<file path="src/rtl/tile_pkg.sv">
// Package: shared widths, configuration layout and legality check for the
// three-input logic cell. Assumes exactly three logic inputs.
package tile_pkg;

    localparam int unsigned N_IN  = 3;
    localparam int unsigned TT_W  = 1 << N_IN;
    localparam int unsigned CFG_W = TT_W + 1 + 2 + N_IN;

    // Role of each (inverted) input while the cell stores a value.
    localparam int unsigned ROLE_DATA = 0;
    localparam int unsigned ROLE_GATE = 1;
    localparam int unsigned ROLE_CTRL = 2;

    typedef enum logic [1:0] {
        MODE_COMB  = 2'b00,
        MODE_LATCH = 2'b01,
        MODE_FLOP  = 2'b10,
        MODE_RSVD  = 2'b11
    } tile_mode_e;

    typedef struct packed {
        logic [TT_W-1:0] table_bits;
        logic            set_sel;
        tile_mode_e      mode;
        logic [N_IN-1:0] inv;
    } tile_cfg_t;

    // Builds the odd-parity truth table and tests for it or its complement.
    function automatic logic is_parity(input logic [TT_W-1:0] tbl);
        logic [TT_W-1:0] par;
        for (int i = 0; i < TT_W; i++) begin
            par[i] = ^(i[N_IN-1:0]);
        end
        return (tbl == par) || (tbl == ~par);
    endfunction

    // A configuration may be stored only when realisable by a single cell.
    function automatic logic cfg_legal(input tile_cfg_t c);
        return !is_parity(c.table_bits) && (c.mode != MODE_RSVD);
    endfunction

endpackage

</file>
<file path="src/rtl/tile_cfg_reg.sv">
// Configuration register: accepts a word on a strobe, refuses parity
// functions and the reserved mode, and pulses an error for one cycle.
// Assumes the strobe is synchronous to clk.
module tile_cfg_reg
    import tile_pkg::*;
(
    input  logic             clk,
    input  logic             rst_n,
    input  logic             cfg_valid,
    input  logic [CFG_W-1:0] cfg_word,
    output tile_cfg_t        cfg,
    output logic             load_ok,
    output logic             cfg_err
);

    tile_cfg_t req;
    logic      legal;

    assign req     = tile_cfg_t'(cfg_word);
    assign legal   = cfg_legal(req);
    assign load_ok = cfg_valid && legal;

    // Holds the active configuration; only legal words replace it.
    always_ff @(posedge clk) begin
        if (!rst_n) begin
            cfg <= '0;
        end else if (load_ok) begin
            cfg <= req;
        end
    end

    // Flags a refused load during the cycle after its strobe.
    always_ff @(posedge clk) begin
        if (!rst_n) begin
            cfg_err <= 1'b0;
        end else begin
            cfg_err <= cfg_valid && !legal;
        end
    end

    assert_parity_refused_R4: assert property (@(posedge clk) disable iff (!rst_n)
        (cfg_valid && is_parity(cfg_word[CFG_W-1 -: TT_W])) |=> ($stable(cfg) && cfg_err));

    assert_reserved_refused_R5: assert property (@(posedge clk) disable iff (!rst_n)
        (cfg_valid && (cfg_word[4:3] == 2'b11)) |=> ($stable(cfg) && cfg_err));

    assert_legal_taken_R6: assert property (@(posedge clk) disable iff (!rst_n)
        load_ok |=> ((cfg == $past(req)) && !cfg_err));

endmodule

</file>
<file path="src/rtl/tile_polarity.sv">
// Input polarity stage: each input passes through or is inverted by its own
// mask bit. Purely combinational.
module tile_polarity #(
    parameter int unsigned WIDTH = 3
) (
    input  logic [WIDTH-1:0] din,
    input  logic [WIDTH-1:0] inv,
    output logic [WIDTH-1:0] x
);

    for (genvar i = 0; i < WIDTH; i++) begin : g_pol
        // One XOR per input so the mask bits stay independent.
        assign x[i] = din[i] ^ inv[i];
    end

endmodule

</file>
<file path="src/rtl/tile_lut.sv">
// Truth-table function: selects one table bit with the inverted inputs as
// index. Assumes the table holds 2**WIDTH entries.
module tile_lut #(
    parameter int unsigned WIDTH = 3,
    localparam int unsigned ENTRIES = 1 << WIDTH
) (
    input  logic [ENTRIES-1:0] table_bits,
    input  logic [WIDTH-1:0]   x,
    output logic               y
);

    // Indexes the table with the input vector.
    always_comb begin
        y = table_bits[x];
    end

endmodule

</file>
<file path="src/rtl/tile_storage.sv">
// Storage stage: a master/slave pair on the system clock. Latch mode uses
// the slave alone; flip-flop mode moves master to slave on a sampled rising
// gate. The control input overrides both combinationally. Assumes the gate
// changes no faster than clk can sample it.
module tile_storage (
    input  logic clk,
    input  logic rst_n,
    input  logic is_latch,
    input  logic is_flop,
    input  logic set_sel,
    input  logic d,
    input  logic g,
    input  logic c,
    input  logic clear_state,
    output logic q
);

    logic master, slave, gate_q;
    logic latch_o, flop_o, rise;

    assign rise = g && !gate_q;

    // Output value of each storage flavour, with the control override.
    always_comb begin
        latch_o = c ? set_sel : (g ? d : slave);
        flop_o  = c ? set_sel : slave;
        q       = is_latch ? latch_o : flop_o;
    end

    // Remembers the gate level at the last clock edge for edge detection.
    always_ff @(posedge clk) begin
        if (!rst_n) begin
            gate_q <= 1'b0;
        end else begin
            gate_q <= g;
        end
    end

    // Master stage: open while the gate is low in flip-flop mode.
    always_ff @(posedge clk) begin
        if (!rst_n || clear_state) begin
            master <= 1'b0;
        end else if (is_flop) begin
            if (c) begin
                master <= set_sel;
            end else if (!g) begin
                master <= d;
            end
        end
    end

    // Slave stage: holds the latch value or takes the master on a rise.
    always_ff @(posedge clk) begin
        if (!rst_n || clear_state) begin
            slave <= 1'b0;
        end else if (is_latch) begin
            slave <= latch_o;
        end else if (is_flop) begin
            if (c) begin
                slave <= set_sel;
            end else if (rise) begin
                slave <= master;
            end
        end
    end

    assert_override_R9: assert property (@(posedge clk) disable iff (!rst_n)
        ((is_latch || is_flop) && c) |-> (q == set_sel));

    assert_latch_open_R7: assert property (@(posedge clk) disable iff (!rst_n)
        (is_latch && g && !c) |-> (q == d));

    assert_flop_hold_R8: assert property (@(posedge clk) disable iff (!rst_n)
        (is_flop && !c && !rise && !clear_state) |=> (slave == $past(slave)));

endmodule

</file>
<file path="src/rtl/logic_tile_cell.sv">
// Top of the configurable three-input cell: configuration register,
// polarity stage, truth-table function and storage stage, with the output
// chosen by the active mode. Assumes single-clock operation.
module logic_tile_cell
    import tile_pkg::*;
(
    input  logic             clk,
    input  logic             rst_n,
    input  logic             cfg_valid,
    input  logic [CFG_W-1:0] cfg_word,
    input  logic [N_IN-1:0]  din,
    output logic             cell_out,
    output logic             cfg_err
);

    tile_cfg_t       cfg;
    logic            load_ok;
    logic [N_IN-1:0] x;
    logic            lut_y, st_q;

    tile_cfg_reg u_cfg (
        .clk      (clk),
        .rst_n    (rst_n),
        .cfg_valid(cfg_valid),
        .cfg_word (cfg_word),
        .cfg      (cfg),
        .load_ok  (load_ok),
        .cfg_err  (cfg_err)
    );

    tile_polarity #(.WIDTH(N_IN)) u_pol (
        .din(din),
        .inv(cfg.inv),
        .x  (x)
    );

    tile_lut #(.WIDTH(N_IN)) u_lut (
        .table_bits(cfg.table_bits),
        .x         (x),
        .y         (lut_y)
    );

    tile_storage u_st (
        .clk        (clk),
        .rst_n      (rst_n),
        .is_latch   (cfg.mode == MODE_LATCH),
        .is_flop    (cfg.mode == MODE_FLOP),
        .set_sel    (cfg.set_sel),
        .d          (x[ROLE_DATA]),
        .g          (x[ROLE_GATE]),
        .c          (x[ROLE_CTRL]),
        .clear_state(load_ok),
        .q          (st_q)
    );

    // Picks the function result or the stored value by mode.
    always_comb begin
        cell_out = (cfg.mode == MODE_COMB) ? lut_y : st_q;
    end

    assert_reset_state_R1: assert property (@(posedge clk)
        !rst_n |=> (!cell_out && !cfg_err));

endmodule

</file>
<file path="config.mk">
export PLATFORM = sky130hd
export DESIGN_NAME = logic_tile_cell
export DESIGN_NICKNAME = d
export VERILOG_FILES = /design/src/rtl/tile_pkg.sv /design/src/rtl/tile_cfg_reg.sv /design/src/rtl/tile_polarity.sv /design/src/rtl/tile_lut.sv /design/src/rtl/tile_storage.sv /design/src/rtl/logic_tile_cell.sv
export SDC_FILE = /design/constraint.sdc
export NUM_CORES = 1
export LEC_CHECK = 0
export ABC_CLOCK_PERIOD_IN_PS = 3250
export BUFFER_PORTS_ARGS = -buffer_cell sky130_fd_sc_hd__buf_2
export CAP_MARGIN = 40
export CORE_MARGIN = 5
export CORE_UTILIZATION = 45
export DETAILED_ROUTE_END_ITERATION = 8
export PLACE_DENSITY = 0.68
export SLEW_MARGIN = 20
export SYNTH_ARGS = -nofsm -noshare
export SYNTH_HDL_FRONTEND = slang
export SYNTH_HIERARCHICAL = 1
export SYNTH_SLANG_ARGS = --single-unit
</file>
<file path="constraint.sdc">
create_clock -name clk -period 3.25 [get_ports clk]
set_input_delay 0.65 -clock clk [delete_from_list [all_inputs] [get_ports clk]]
set_output_delay 0.65 -clock clk [all_outputs]
set_load 0.03 [all_outputs]
</file>
==> impl_metrics.csv <==
group,metric,value,unit
setup_path,start_kind,"primary input",
cells_and_area,final_common_cell,"nand2_1",
route,drc,0,
setup_path,cp_slowest_cell,"xor2_1",
power,p_int,0.353,mW
grt,track_usage,13.9,%
power,comb_power_share,22.0,%
clocking,cts_tree,"done",
setup_path,endpoint_kind,"primary output",
logic_synthesis,synth_top_area_cell,"dfxtp_1",
floorplanning,core,2170,um2
cells_and_area,area_growth,17.3,%
route,ant_nets,0,
clocking,cts_setup_buffers,0,
cells_and_area,num_antenna_cells,0,
placement,post-place-cells,154,
setup_path,worstPathRequired,2.60,ns
timing,maxSlewViolCount,0,
setup_path,r2r_start,"u_cfg/cfg[2]$_SDFFE_PN0P_",
cells_and_area,fin_area,1190,um2
timing,clock.fmax,0.319,GHz
power,power.total,0.485,mW
status,outcome,"completed",
timing,fin_crit_sh,96.5,%
timing,slew_headroom,51.5,%
power,power_frac_seq,50.0,%
floorplanning,fp.dieH,57.4,um
grt,antenna_found_initial,0,
floorplanning,pin_count,22,
logic_synthesis,yosysSeqAreaShare,35.6,%
setup_path,path_class,"primary input to primary output",
floorplanning,num_rows,17,
route,wl_per_cell,13.0,um
setup_path,cp_top_family,"multiplexers",
setup_path,max_stage_delay,0.57,ns
grt,grt_start_max_net_pins,32,
placement,place.gp.congestion,0.745,
clocking,clockBufferDepth,2,
floorplanning,start_util,46.7,%
clocking,root_buffer,"clkbuf_4",
grt,overflow,0,
logic_synthesis,synthCells,107,
grt,grt_pass1_vias,812,
setup_path,crit_chain,"buf_2 > xor2_1 > mux4_1 > mux2_2 > mux2_1 > buf_2",
route,drt-total-wl,2050,um
timing,rsz0062_at_grt,"false",
worst_hold_path,hold_class,"register to register",
logic_synthesis,synth_area,1010,um2
setup_path,regToRegSetupSlack,1.55,ns
power,powerDensity,409,nW/um2
cells_and_area,drive_above_1_share,28.5,%
floorplanning,die_area,3300,um2
cells_and_area,fin_util,54.7,%
clocking,cts_num_sinks,18,
clocking,htreeDepth,1,
power,power_switching,0.132,mW
placement,io_buffers,21,
logic_synthesis,synth.distinct_cells,32,
timing,hold_violations,0,
setup_path,crit_arrival,2.49,ns
placement,dp_hpwl,1590,um
power,p_clk_share,28.0,%
logic_synthesis,netlist.area_leader.share,35.6,%
worst_hold_path,hold_depth,2,
clocking,clkTransAtPathRegs,0.10,ns
cells_and_area,layout.nets,151,
power,ir_worst_vdd,0.193,mV
timing,layout_min_cycle_time,3.14,ns
logic_synthesis,synth_fp_nets,127,
cells_and_area,fillers,211,
timing,timing.setup.tns,0,ns
setup_path,cp_num_buf_inv,2,
logic_synthesis,ys_warn_count,6,
timing,finalSetupViolCount,0,
flow_run,maxCapViolations,0,
placement,placed_cell_area,1140,um2
route,num_vias,795,
setup_path,reg2reg_to,"u_st/slave$_SDFFE_PP0P_",
route,dr.first_iter.drc_count,12,
cells_and_area,multiInputGateArea,621,um2
cells_and_area,seqCellArea,360,um2
power,p_leak,0.526,nW
worst_hold_path,hold_path_startpoint,"u_cfg/cfg[9]$_SDFFE_PN0P_",
cells_and_area,final_cell_mix,"nand2_1 (32), buf_2 (21), dfxtp_1 (18), mux2i_1 (14)",
clocking,clk-insertion-delay-late,0.29,ns
logic_synthesis,avgSynthCellArea,9.46,um2
timing,tightest_slew,0.725,ns
timing,skew,0.00217,ns
setup_path,r2r_cells,4,
grt,grt_pass1_wl,3560,um
setup_path,cp_max_fo,10,
cells_and_area,instances_no_fill,158,
worst_hold_path,holdPathEnd,"u_cfg/cfg[9]$_SDFFE_PN0P_",
route,drt-vias-per-instance,5.03,
power,switching_share,27.2,%
route,first_pass_iters,4,
floorplanning,die_x,57.4,um
setup_path,critPathMostFrequentCell,"buf_2",
logic_synthesis,synth_area_leaders,"dfxtp_1 (36%), mux2i_1 (14%), nand2_1 (12%)",
logic_synthesis,ys_ff_latch,18,
clocking,numCtsBuffers,3,
cell families (layout without fill, tap and decap cells):
kind of cell,count (synthesis),count (layout),share of synthesized area (%)
muxes,19,19,22.7
and+or+nand+nor,52,52,28.2
DFF,18,18,35.6
buffers and inverters,6,29,3.83
xor gates and xnor gates,3,3,2.60
AOI/OAI and AO/OA,9,9,7.04
how the worst max path moves through the flow:
stage	from	to	slack, ns	cells past startpoint
floorplan	din[0]	cell_out	0.39	4
global placement	din[0]	cell_out	0.19	6
detailed placement	din[0]	cell_out	0.12	6
CTS	din[0]	cell_out	0.10	6
global route	din[2]	cell_out	0.02	6
finish	din[2]	cell_out	0.11	6
layout make-up:
type	instances	area share (%)
clock buffers	4	3.06
multi-input cells	83	52.3
inverters	2	0.632
well taps	28	2.95
repair buffers	23	10.7
flip-flops and latches	18	30.3
state kept, by name (all words and copies together) (netlist names):
| signal | cells |
|---|---|
| u_cfg/cfg | 14 |
| u_cfg/cfg_err | 1 |
| u_st/gate_q | 1 |
| u_st/master | 1 |
| u_st/slave | 1 |
layer usage:
| layer | routed length, um | vias to the layer above | global-route usage [%] |
|---|---|---|---|
| met5 | 0 | - | 0 |
| met4 | 56 | 0 | 7.62 |
| met3 | 100 | 6 | 2.94 |
| met2 | 1000 | 22 | 22.6 |
| met1 | 888 | 352 | 17.1 |
| li1 | - | 415 | - |
worst register-to-register path, cell delays in order (launching register included):
cell and delay (ns):
dfxtp_1 0.36, xor2_1 0.59, and2b_1 0.27, a221oi_2 0.28, a21boi_2 0.09
cell usage after synthesis, drive strengths merged:
master,instances
a21boi,2
a21oi,3
a221oi,1
a311oi,2
and2,1
and2b,3
buf,1
clkbuf,3
dfxtp,18
inv,2
mux2,3
mux2i,14
mux4,2
nand2,32
nand2b,2
nand3b,1
nand4b,2
nor2,3
nor2b,1
nor3,2
nor3b,1
nor4,2
nor4b,1
o21ai,1
or2b,1
xor2,3
metrics by stage:
step / hold slack, ns / setup slack, ns
3_3_place_gp: 0.445 / 0.187
6_report: 0.460 / 0.112
5_1_grt: 0.486 / 0.0153
2_1_floorplan: 0.430 / 0.393
3_5_place_dp: 0.453 / 0.119
4_1_cts: 0.468 / 0.103
what timing repair did:
action	4_1_cts	5_1_grt
resized for setup	0	1
hold endpoints to repair	0	0
hold buffers	0	0
setup endpoints to repair	0	1
power by group through the flow:
stage          Clock (mW)  Sequential [mW]  Combinational, mW
3_5_place_dp            0            0.248              0.106
2_1_floorplan           0            0.246             0.0754
4_1_cts             0.141            0.243              0.107
6_report            0.136            0.243              0.107
5_1_grt             0.157            0.245              0.117
3_3_place_gp            0            0.247             0.0999
Power figures use the tool's default switching activity.
